===== config.mk =====
export PLATFORM = sky130hd
export DESIGN_NAME = cvb_cache
export DESIGN_NICKNAME = d
export VERILOG_FILES = /design/src/rtl/cvb_pkg.sv /design/src/rtl/cvb_main_array.sv /design/src/rtl/cvb_victim_buf.sv /design/src/rtl/cvb_cache.sv
export SDC_FILE = /design/constraint.sdc
export NUM_CORES = 1
export LEC_CHECK = 0
export BUFFER_PORTS_ARGS = -buffer_cell sky130_fd_sc_hd__buf_2
export CORE_MARGIN = 2
export CORE_UTILIZATION = 45
export CTS_CLUSTER_DIAMETER = 200
export DETAILED_ROUTE_END_ITERATION = 10
export PLACE_DENSITY_LB_ADDON = 0.2
export SYNTH_ARGS = -nofsm -noshare
export SYNTH_HDL_FRONTEND = slang
export SYNTH_SLANG_ARGS = --single-unit

===== constraint.sdc =====
create_clock -name clk -period 10.2 [get_ports clk]
set_input_delay 0.51 -clock clk [delete_from_list [all_inputs] [get_ports clk]]
set_output_delay 0.51 -clock clk [all_outputs]
set_load 0.02 [all_outputs]

===== src/rtl/cvb_pkg.sv =====
// Shared types for the victim-buffered cache.
// Assumes: one outstanding CPU request and one outstanding memory request.
package cvb_pkg;
    typedef enum logic [1:0] {
        ST_IDLE = 2'd0,   // take requests, serve main hits
        ST_SWAP = 2'd1,   // exchange buffer line with main line
        ST_WB   = 2'd2,   // write back dirty oldest buffer line
        ST_FILL = 2'd3    // read block from memory
    } cvb_state_e;
endpackage


===== src/rtl/cvb_main_array.sv =====
// Direct-mapped line store: one word per line with valid, dirty and tag.
// Lookup is combinational on lk_addr; one full-line write port.
// Assumes: only valid bits need reset.
module cvb_main_array #(
    parameter int ADDR_W  = 10,
    parameter int DATA_W  = 32,
    parameter int INDEX_W = 3
) (
    input  logic              clk,
    input  logic              rst_n,
    input  logic [ADDR_W-1:0] lk_addr,
    output logic              hit,
    output logic              line_valid,
    output logic              line_dirty,
    output logic [ADDR_W-INDEX_W-1:0] line_tag,
    output logic [DATA_W-1:0] line_data,
    input  logic              wr_en,
    input  logic              wr_dirty,
    input  logic [DATA_W-1:0] wr_data
);
    localparam int LINES = 1 << INDEX_W;
    localparam int TAG_W = ADDR_W - INDEX_W;

    logic [LINES-1:0]  valid_q;
    logic [LINES-1:0]  dirty_q;
    logic [TAG_W-1:0]  tag_q  [LINES];
    logic [DATA_W-1:0] data_q [LINES];

    logic [INDEX_W-1:0] idx;
    logic [TAG_W-1:0]   tag;
    assign idx = lk_addr[INDEX_W-1:0];
    assign tag = lk_addr[ADDR_W-1:INDEX_W];

    // Read out the indexed line and compare its tag.
    always_comb begin
        line_valid = valid_q[idx];
        line_dirty = dirty_q[idx];
        line_tag   = tag_q[idx];
        line_data  = data_q[idx];
        hit        = line_valid && (line_tag == tag);
    end

    // Clear valid bits on reset; write a whole line at the looked-up index.
    always_ff @(posedge clk) begin
        if (!rst_n) begin
            valid_q <= '0;
            dirty_q <= '0;
        end else if (wr_en) begin
            valid_q[idx] <= 1'b1;
            dirty_q[idx] <= wr_dirty;
            tag_q[idx]   <= tag;
            data_q[idx]  <= wr_data;
        end
    end
endmodule


===== src/rtl/cvb_victim_buf.sv =====
// Small fully associative store of lines evicted from the main array.
// Each slot keeps the whole block address, data, valid and dirty.
// Inserts go to the slot named by a circular pointer (oldest first);
// swaps overwrite the slot that hit. Assumes swap and insert never coincide.
module cvb_victim_buf #(
    parameter int BLK_W   = 10,
    parameter int DATA_W  = 32,
    parameter int ENTRIES = 4,
    localparam int SEL_W  = (ENTRIES > 1) ? $clog2(ENTRIES) : 1
) (
    input  logic              clk,
    input  logic              rst_n,
    input  logic [BLK_W-1:0]  lk_blk,
    output logic              hit,
    output logic [SEL_W-1:0]  hit_sel,
    output logic [DATA_W-1:0] hit_data,
    output logic              hit_dirty,
    output logic              old_valid,
    output logic              old_dirty,
    output logic [BLK_W-1:0]  old_blk,
    output logic [DATA_W-1:0] old_data,
    input  logic              swap_en,
    input  logic [SEL_W-1:0]  swap_sel,
    input  logic              ins_en,
    input  logic              in_valid,
    input  logic [BLK_W-1:0]  in_blk,
    input  logic [DATA_W-1:0] in_data,
    input  logic              in_dirty
);
    logic [ENTRIES-1:0] valid_q;
    logic [ENTRIES-1:0] dirty_q;
    logic [BLK_W-1:0]   blk_q  [ENTRIES];
    logic [DATA_W-1:0]  data_q [ENTRIES];
    logic [SEL_W-1:0]   ptr_q;
    logic [ENTRIES-1:0] match;

    // One comparator per slot.
    for (genvar g = 0; g < ENTRIES; g++) begin : g_cmp
        assign match[g] = valid_q[g] && (blk_q[g] == lk_blk);
    end

    // Encode the matching slot and expose the oldest slot.
    always_comb begin
        hit_sel = '0;
        for (int i = 0; i < ENTRIES; i++) begin
            if (match[i]) hit_sel = SEL_W'(i);
        end
        hit       = |match;
        hit_data  = data_q[hit_sel];
        hit_dirty = dirty_q[hit_sel];
        old_valid = valid_q[ptr_q];
        old_dirty = dirty_q[ptr_q];
        old_blk   = blk_q[ptr_q];
        old_data  = data_q[ptr_q];
    end

    // Slot writes: swap in place, or insert at the pointer and advance it.
    always_ff @(posedge clk) begin
        if (!rst_n) begin
            valid_q <= '0;
            dirty_q <= '0;
            ptr_q   <= '0;
        end else if (swap_en || ins_en) begin
            valid_q[swap_en ? swap_sel : ptr_q] <= in_valid;
            dirty_q[swap_en ? swap_sel : ptr_q] <= in_dirty;
            blk_q[swap_en ? swap_sel : ptr_q]   <= in_blk;
            data_q[swap_en ? swap_sel : ptr_q]  <= in_data;
            if (!swap_en) ptr_q <= (ptr_q == SEL_W'(ENTRIES - 1)) ? '0 : ptr_q + 1'b1;
        end
    end

    // a block is never held twice.
    p_unique_match_r11: assert property (@(posedge clk) disable iff (!rst_n)
        $onehot0(match));
endmodule


===== src/rtl/cvb_cache.sv =====
// Direct-mapped write-back cache with a fully associative victim buffer.
// Main hits answer in one cycle; buffer hits swap lines and answer in two;
// double misses write back a dirty oldest buffer line, then fill from memory.
// Assumes: memory holds its response to a single cycle and answers every request.
module cvb_cache
    import cvb_pkg::*;
#(
    parameter int ADDR_W   = 10,
    parameter int DATA_W   = 32,
    parameter int INDEX_W  = 3,
    parameter int VICTIMS  = 4
) (
    input  logic              clk,
    input  logic              rst_n,
    input  logic              req_valid,
    input  logic              req_we,
    input  logic [ADDR_W-1:0] req_addr,
    input  logic [DATA_W-1:0] req_wdata,
    output logic              cpu_ready,
    output logic              resp_valid,
    output logic [DATA_W-1:0] resp_rdata,
    output logic              mem_req_valid,
    output logic              mem_req_we,
    output logic [ADDR_W-1:0] mem_req_addr,
    output logic [DATA_W-1:0] mem_req_wdata,
    input  logic              mem_resp_valid,
    input  logic [DATA_W-1:0] mem_resp_rdata
);
    localparam int TAG_W = ADDR_W - INDEX_W;
    localparam int SEL_W = (VICTIMS > 1) ? $clog2(VICTIMS) : 1;

    cvb_state_e        state_q;
    logic              sv_we;
    logic [ADDR_W-1:0] sv_addr;
    logic [DATA_W-1:0] sv_wdata;
    logic [SEL_W-1:0]  sel_q;
    logic [ADDR_W-1:0] lk_addr;

    logic              m_hit, m_valid, m_dirty, m_wr_en, m_wr_dirty;
    logic [TAG_W-1:0]  m_tag;
    logic [DATA_W-1:0] m_data, m_wr_data;

    logic              v_hit, v_hit_dirty, v_old_valid, v_old_dirty;
    logic [SEL_W-1:0]  v_hit_sel;
    logic [DATA_W-1:0] v_hit_data, v_old_data;
    logic [ADDR_W-1:0] v_old_blk;
    logic              v_swap, v_ins;

    assign cpu_ready = (state_q == ST_IDLE);
    assign lk_addr   = cpu_ready ? req_addr : sv_addr;

    cvb_main_array #(.ADDR_W(ADDR_W), .DATA_W(DATA_W), .INDEX_W(INDEX_W)) u_main (
        .clk(clk), .rst_n(rst_n), .lk_addr(lk_addr),
        .hit(m_hit), .line_valid(m_valid), .line_dirty(m_dirty),
        .line_tag(m_tag), .line_data(m_data),
        .wr_en(m_wr_en), .wr_dirty(m_wr_dirty), .wr_data(m_wr_data)
    );

    cvb_victim_buf #(.BLK_W(ADDR_W), .DATA_W(DATA_W), .ENTRIES(VICTIMS)) u_vict (
        .clk(clk), .rst_n(rst_n), .lk_blk(lk_addr),
        .hit(v_hit), .hit_sel(v_hit_sel), .hit_data(v_hit_data), .hit_dirty(v_hit_dirty),
        .old_valid(v_old_valid), .old_dirty(v_old_dirty), .old_blk(v_old_blk),
        .old_data(v_old_data),
        .swap_en(v_swap), .swap_sel(sel_q), .ins_en(v_ins),
        .in_valid(m_valid), .in_blk({m_tag, lk_addr[INDEX_W-1:0]}),
        .in_data(m_data), .in_dirty(m_dirty)
    );

    // Main-array write port: write hit, swap-in, or fill completion.
    always_comb begin
        m_wr_en    = 1'b0;
        m_wr_dirty = 1'b0;
        m_wr_data  = mem_resp_rdata;
        unique case (state_q)
            ST_IDLE: begin
                m_wr_en    = req_valid && m_hit && req_we;
                m_wr_dirty = 1'b1;
                m_wr_data  = req_wdata;
            end
            ST_SWAP: begin
                m_wr_en    = 1'b1;
                m_wr_dirty = v_hit_dirty || sv_we;
                m_wr_data  = sv_we ? sv_wdata : v_hit_data;
            end
            ST_FILL: begin
                m_wr_en    = mem_resp_valid;
                m_wr_dirty = sv_we;
                m_wr_data  = sv_we ? sv_wdata : mem_resp_rdata;
            end
            default: ;
        endcase
    end

    // Buffer writes: the old main line goes to the hit slot or the oldest slot.
    assign v_swap = (state_q == ST_SWAP);
    assign v_ins  = (state_q == ST_FILL) && mem_resp_valid && m_valid;

    // Memory request: write-back of the oldest slot, else read of the request.
    assign mem_req_valid = (state_q == ST_WB) || (state_q == ST_FILL);
    assign mem_req_we    = (state_q == ST_WB);
    assign mem_req_addr  = (state_q == ST_WB) ? v_old_blk : sv_addr;
    assign mem_req_wdata = v_old_data;

    // Sequence one request through hit, swap, write-back and fill.
    always_ff @(posedge clk) begin
        if (!rst_n) begin
            state_q    <= ST_IDLE;
            resp_valid <= 1'b0;
            resp_rdata <= '0;
            sv_we      <= 1'b0;
            sv_addr    <= '0;
            sv_wdata   <= '0;
            sel_q      <= '0;
        end else begin
            resp_valid <= 1'b0;
            unique case (state_q)
                ST_IDLE: if (req_valid) begin
                    sv_we    <= req_we;
                    sv_addr  <= req_addr;
                    sv_wdata <= req_wdata;
                    sel_q    <= v_hit_sel;
                    if (m_hit) begin
                        resp_valid <= 1'b1;
                        resp_rdata <= req_we ? req_wdata : m_data;
                    end else if (v_hit) begin
                        state_q <= ST_SWAP;
                    end else if (m_valid && v_old_valid && v_old_dirty) begin
                        state_q <= ST_WB;
                    end else begin
                        state_q <= ST_FILL;
                    end
                end
                ST_SWAP: begin
                    resp_valid <= 1'b1;
                    resp_rdata <= sv_we ? sv_wdata : v_hit_data;
                    state_q    <= ST_IDLE;
                end
                ST_WB: if (mem_resp_valid) state_q <= ST_FILL;
                ST_FILL: if (mem_resp_valid) begin
                    resp_valid <= 1'b1;
                    resp_rdata <= sv_we ? sv_wdata : mem_resp_rdata;
                    state_q    <= ST_IDLE;
                end
                default: state_q <= ST_IDLE;
            endcase
        end
    end

    // main hit answers next cycle with no memory traffic.
    p_main_hit_next_r2: assert property (@(posedge clk) disable iff (!rst_n)
        (cpu_ready && req_valid && m_hit) |=> (resp_valid && !mem_req_valid));

    // buffer hit answers one cycle later, never touching memory.
    p_victim_hit_two_r3: assert property (@(posedge clk) disable iff (!rst_n)
        (cpu_ready && req_valid && !m_hit && v_hit) |=>
        (!resp_valid && !mem_req_valid) ##1 (resp_valid && !mem_req_valid));

    // memory request held stable until answered.
    p_mem_hold_r9: assert property (@(posedge clk) disable iff (!rst_n)
        (mem_req_valid && !mem_resp_valid) |=>
        (mem_req_valid && $stable(mem_req_addr) && $stable(mem_req_we)));

    // only a dirty, valid oldest slot is ever written back.
    p_wb_dirty_only_r7: assert property (@(posedge clk) disable iff (!rst_n)
        (mem_req_valid && mem_req_we) |-> (v_old_valid && v_old_dirty));

    // a fill read targets the captured request address.
    p_fill_addr_r4: assert property (@(posedge clk) disable iff (!rst_n)
        (mem_req_valid && !mem_req_we) |-> (mem_req_addr == sv_addr));
endmodule


Word level (Yosys, flattened, before mapping)
Memory sizes are Yosys's and may differ from the RTL's. A register that Yosys moved wholly into a read port is not among the register bits.
Cells that the tools add are included.
Widths: inputs -> output; s select.
{ "op_classes": {"addsub": 1, "n_mul": 0, "div": 0, "magnitude_cmp": 6, "n_eq_ne": 14, "n_shift": 0, "mux": 55, "n_bitwise": 2, "n_reduce_logical": 23} }
{ "op_table": {"columns": ["operator", "n"], "rows": [
  ["$mux 32", 6],
  ["$pmux 32 s3", 2],
  ["$eq 10x10->1", 4],
  ["$mux 2", 13],
  ["$mux 10", 2],
  ["$mux 1", 18],
  ["$logic_and 1x1->1", 13],
  ["$lt 2x3->1 const B", 3],
  ["$pmux 1 s3", 3],
  ["$bwmux 4", 2],
  ["$bwmux 8", 1],
  ["$or 8x8->8", 1],
  ["$pmux 2 s4", 1],
  ["$reduce_and 4->1", 2],
  ["$eq 7x7->1", 1],
  ["$bmux 1 s2", 3],
  ["$bmux 1 s3", 2],
  ["$eq 2x2->1 const B", 3],
  ["$ne 2x2->1 const B", 3],
  ["$lt 3x4->1 const B", 1],
  ["$ne 2x1->1 const B", 2],
  ["$reduce_and 2->1", 2],
  ["$reduce_or 4->1", 1],
  ["$demux 1 s3", 1],
  ["9 further kinds", 11]
]} }
{ "word_totals": {"reg_bits": 106, "latchBits": 0, "ramBits": 480, "rom_bits": 0, "inputBits": 79, "output_inout_bits": 78, "wordCells": 117, "memories": 4} }
{ "mem_list": {"columns": ["name", "words", "width", "read_ports", "rd_clocked_by_memory_dff", "write_ports", "line", "source"], "rows": [
  ["u_main.data_q", 8, 32, 1, 0, 1, "cvb_main_array.sv:27", "logic [DATA_W-1:0] data_q [LINES];"],
  ["u_vict.data_q", 4, 32, 2, 1, 1, "cvb_victim_buf.sv:33", "logic [DATA_W-1:0] data_q [ENTRIES];"],
  ["u_main.tag_q", 8, 7, 1, 0, 1, "cvb_main_array.sv:26", "logic [TAG_W-1:0] tag_q [LINES];"],
  ["u_vict.blk_q", 4, 10, 5, 1, 1, "cvb_victim_buf.sv:32", "logic [BLK_W-1:0] blk_q [ENTRIES];"]
]} }

Depth between registers and ports, before layout
{ "depth": {"depth_word": 12, "ltp_mapped": 16} }

Cells and area by module
A second synthesis with hierarchy kept.
{ "hier_totals": {"hier_cells": 1840, "hier_area_um2": 25718.4} }
{ "by_module_without_submodules": {"columns": ["mod", "n_inst", "cells_per_inst", "area_each_um2", "seq_area_each_um2"], "rows": [
  ["cvb_main_array", 1, 652, 12107.9, 9689.3],
  ["cvb_victim_buf", 1, 580, 8491.9, 5285.1],
  ["cvb_cache", 1, 608, 5118.7, 1601.5]
]} }

Least setup slack after synthesis
OpenSTA, ideal clock, no wires.
{ "synth_path": {"path_type": "reg-to-reg", "start": "register state_q[1]", "end": "memory u_main.data_q[1][0] (enable)", "setup_time_ps": 533, "t_arrival_ps": 6611, "required_time_ps": 9667, "setup_slack_ps": 3056, "path_stages_with_launch": 14, "path_buffers": 4, "synth_period_minus_slack_ps": 7144, "path_cell_list": "dfxtp_1 -> buf_6 -> or2_1 -> buf_6 -> inv_2 -> buf_2 -> mux2i_1 -> inv_1 -> o21a_1 -> nor4_4 -> nand4_2 -> o21a_1 -> buf_2 -> nor4_1"} }
{ "synth_between": {"elab_cells_between_ends": 15, "classes_between": "eq/ne (3); mux (7); reduce/logical (4); memory (1)"} }
{ "synth_rtl": {"columns": ["element", "line", "source"], "rows": [
  ["start, declared", "cvb_cache.sv:32", "cvb_state_e state_q;"],
  ["start signal, assigned", "cvb_cache.sv:107", "state_q <= ST_IDLE;"],
  ["start signal, assigned", "cvb_cache.sv:126", "state_q <= ST_SWAP;"],
  ["start signal, assigned", "cvb_cache.sv:128", "state_q <= ST_WB;"],
  ["$logic_not 2->1", "cvb_cache.sv:49", "assign cpu_ready = (state_q == ST_IDLE);"],
  ["named net cpu_ready", "cvb_cache.sv:19", "output logic cpu_ready,"],
  ["$mux 10", "cvb_cache.sv:50", "assign lk_addr = cpu_ready ? req_addr : sv_addr;"],
  ["named net lk_addr[6]", "cvb_cache.sv:37", "logic [ADDR_W-1:0] lk_addr;"],
  ["$eq 7x7->1", "cvb_main_array.sv:40", "hit = line_valid && (line_tag == tag);"],
  ["$logic_and 1x1->1", "cvb_main_array.sv:40", null],
  ["$logic_and 1x1->1 (2 in a row)", "cvb_cache.sv:76", "m_wr_en = req_valid && m_hit && req_we;"],
  ["$pmux 1 s3", "cvb_cache.sv:74", "unique case (state_q)"],
  ["$mux 1", "cvb_main_array.sv:48", "end else if (wr_en) begin"],
  ["$mux 1", "cvb_main_array.sv:45", "if (!rst_n) begin"],
  ["$mux 1 (implied by the code)", "cvb_main_array.sv:52", "data_q[idx] <= wr_data;"],
  ["end, declared", "cvb_main_array.sv:27", null]
]} }
The timed path passes the listed nets, and every way through them passes these cells. The select of a mux whose other input is x is not followed.

Worst setup path in the final report
{ "layout_path": {"start": "register state_q[1]", "end": "memory u_main.data_q[5][6] (enable)"} }
{ "layout_between": {"elab_chain_len": 11, "elab_cells_between_ends": 15, "classes_between": "eq/ne (3); mux (7); reduce/logical (4); memory (1)"} }
{ "layout_lines": {"columns": ["element", "line"], "rows": [
  ["$logic_not 2->1", "cvb_cache.sv:49, cvb_cache.sv:74"],
  ["$mux 10", "cvb_cache.sv:50"],
  ["$mem_v2 8x7 / $bmux 1 s3 (equally long branches)", null],
  ["$eq 7x7->1 / $mux 1 (equally long branches)", "cvb_main_array.sv:40, cvb_main_array.sv:36"],
  ["$logic_and 1x1->1", "cvb_main_array.sv:40"],
  ["$logic_and 1x1->1 (2 in a row)", "cvb_cache.sv:76"],
  ["$pmux 1 s3", "cvb_cache.sv:74"],
  ["$mux 1", "cvb_main_array.sv:48"],
  ["$mux 1", "cvb_main_array.sv:45"],
  ["$mux 1 (implied by the code)", "cvb_main_array.sv:52"]
]} }
Parallel ways exist; a longest one is shown, timed or not. The select of a mux whose other input is x is not followed.

==> results.toml <==
[run]
maxCapViolCount = 0

[synth]
syn_area_um2 = 26900
yosys_warnings = 0
yosysUniqueCellTypes = 80
postSynthCellCount = 2252
synth_top_family_by_area = "compound AO/OA/AOI/OAI gates"
syn_nets = 2332
synthArstFlopShare_pct = 0
synthMuxAreaShare_pct = 7.20
synth_edf_count = 480
ys_seq_area_share_pct = 61.7
ys.flop_type = "edfxtp_1"
ys_ff_latch = 588
synthSimpleGateAreaFrac_pct = 10.4
synth_fa_ha_area_share_pct = 0.0466
synth_xor_area_share_pct = 0.946
synth_compound_area_share_pct = 16.2
syn_area_per_cell_um2 = 11.9

[cts]
h-tree-depth = 2
cts_buffer_depth = 3
path_clk_slew_ns = 0.06
cts_buffers = 60
cts_hold_buf = 0
cts_setup_buffers = 0
insertion_delay_ns = 0.63
cts.sinks = 588
cts-root-buf = "clkbuf_16"
cts_resized = 0
cts_tree = "yes"

[grt]
first_global_vias = 18900
grt_pass1_wl_mm = 124
overflow = 0
antenna_found_initial = 0
gr-usage-all-layers_pct = 27.4
grt_max_degree = 85

[placed_design]
place.gp.congestion = 0.898
portBuffers = 156
dpl.hpwl_mm = 53.8
place_area_um2 = 28400

[route]
drt-initial-drc-count = 2490
ant_nets = 0
wirelength_mm = 85.3
avgViaCountPerCell = 6.30
vias = 20000
drc_errors = 0
wl_per_cell_um = 26.8
dr.pass1.iters = 6

[finish]
syn2layout_area_growth_pct = 12.8
diodes = 0
final_area_um2 = 30300
finish.utilization_pct = 51.3
multi_input_area_um2 = 9480
seq_area_um2 = 16600
nets = 2435
fillers = 5044
drive_above_1_share_pct = 19.5

[floorplan]
die_width_um = 248
rows = 89
ios = 157
die_y_um = 248
fp.coreArea_um2 = 59000
initial_core_util_pct = 45.5
die-area_um2 = 61700

[timing]
slew_violations = 0
finalCriticalPeriod_ns = 5.85
fmax_mhz = 171
final-hold-violation-count = 0
setup_viol = 0
finalCritPeriodShare_pct = 57.3
relSlewSlack_pct = 22.0
tightest_slew_ns = 1.17
whs_ns = 0.147
finalClockSkew_ns = 0.0199
setup-tns-final_ns = 0
rsz0062_at_grt = "no"

[setup_path]
critPathRequiredTime_ns = 10.45
worstSetupPathType = "reg2reg"
reg2reg_depth = 12
crit_path_max_fanout = 84
start_kind = "flip-flop"
rrSetupSlack_ns = 4.35
crit_arrival_ns = 6.10
end_kind = "flip-flop"

[power]
power_density_nw_per_um2 = 192
peakVddDrop_mv = 0.128
p_leak_nw = 10.2

[worst_hold_path]
whs_path_depth = 3
hp-class = "in2reg"

[outcome]
outcome = "finished clean"
cell type report:
type                    instances  area share, %
clock buffers                  79           5.39
clock inverters                33          0.805
inverters                      63          0.797
multi-input cells            1437           31.3
flip-flops and latches        588           54.7
well taps                     773           3.19
repair buffers                205           3.79
flip-flops by register name (all words and copies together) (netlist names), 8 cells and up, named ones only:
| signal | cells |
|---|---|
| u_main.data_q | 256 |
| u_main.dirty_q | 8 |
| sv_wdata | 32 |
| u_vict.blk_q | 40 |
| u_vict.data_q | 128 |
| resp_rdata | 32 |
| u_main.tag_q | 56 |
| sv_addr | 10 |
| u_main.valid_q | 8 |
cells in the mapped netlist, drive strengths merged, types with 13 or more instances:
master / number / area (µm²)
a22oi: 24 / 180
a211oi: 69 / 673
o31ai: 33 / 248
o22ai: 25 / 156
mux2: 38 / 428
nor3: 19 / 95.1
nor4: 19 / 149
mux4: 42 / 946
or2: 13 / 81.3
a221oi: 33 / 289
o21ai: 132 / 664
nand4: 32 / 206
xnor2: 23 / 201
nand2: 355 / 1340
edfxtp: 480 / 14400
a22o: 14 / 123
buf: 43 / 233
clkbuf: 121 / 454
a21oi: 243 / 1220
inv: 60 / 225
nor2: 79 / 297
mux2i: 56 / 561
nand3: 19 / 95.1
or4: 14 / 105
dfxtp: 108 / 2160
a21boi: 33 / 248
placed cells by master (no fill, tap or decap), types with 12 or more instances in the layout:
cell type	netlist	routed
buf_2	21	156
a21boi_0	33	33
nand4_1	31	31
clkbuf_1	121	14
o31ai_1	33	33
nor3_1	19	13
or4_1	14	13
mux2_2	38	38
a221oi_1	33	33
edfxtp_1	480	480
mux4_2	42	42
a21oi_1	242	242
a211oi_2	31	31
mux2i_1	56	56
nand3_1	19	19
clkinv_2	0	13
nor2_1	79	76
clkinv_1	2	12
clkbuf_16	0	61
or2_2	12	12
a22oi_1	24	24
xnor2_1	23	23
nand2_1	354	353
o21ai_1	22	21
inv_1	59	58
a22o_1	14	14
o22ai_1	25	25
o21ai_0	109	109
a211oi_1	38	38
buf_4	0	49
dfxtp_1	108	104
cells by family after synthesis:
| group | Yosys count |
|---|---|
| and+or+nand+nor | 607 |
| adders and majority gates | 1 |
| xor gates and xnor gates | 29 |
| AOI/OAI and AO/OA | 664 |
| DFF | 588 |
| muxes | 136 |
| buffers and inverters | 227 |
power breakdown:
part	total (mW)	internal (mW)	leakage, nW	switching [mW]
Clock	2.12	1.20	0.917	0.925
Combinational	0.890	0.250	4.08	0.640
Sequential	2.80	2.74	5.22	0.0552
critical path: stages, from the launching register on:
cell       delay [ns]
dfxtp_4          0.93
or3b_1           0.22
and2_4           0.19
buf_4            0.75
nand2_1          0.12
a32o_1           0.30
or3_4            0.34
a2111oi_2        0.43
nand4_2          0.15
buf_4            0.32
o21a_1           0.50
nor3_2           0.52
buf_4            0.56
through the flow:
step	cells	setup slack, ns	power, mW
final	3178	4.35	5.81
after global routing	3178	4.09	6.00
after CTS	3178	4.43	5.82
after detailed placement	3066	4.46	3.72
after global placement	3066	4.51	3.70
after floorplan	2252	3.06	3.37
routing by layer:
metal | track usage (%) | vias to the layer above | routed length (µm)
met5 | 0 | - | 0
met4 | 7.00 | 0 | 1730
met3 | 4.51 | 125 | 8100
met2 | 41.3 | 1060 | 38400
met1 | 41.1 | 10100 | 37100
li1 | - | 8752 | -
final timing paths:
check                                    from                  end
worst max-delay path               state_q[1]  u_main.data_q[5][6]
worst min-delay path            req_wdata[22]         sv_wdata[22]
worst max register to register     state_q[1]  u_main.data_q[5][6]
worst min register to register   sv_wdata[23]         sv_wdata[23]
Power figures use the tool's default switching activity.
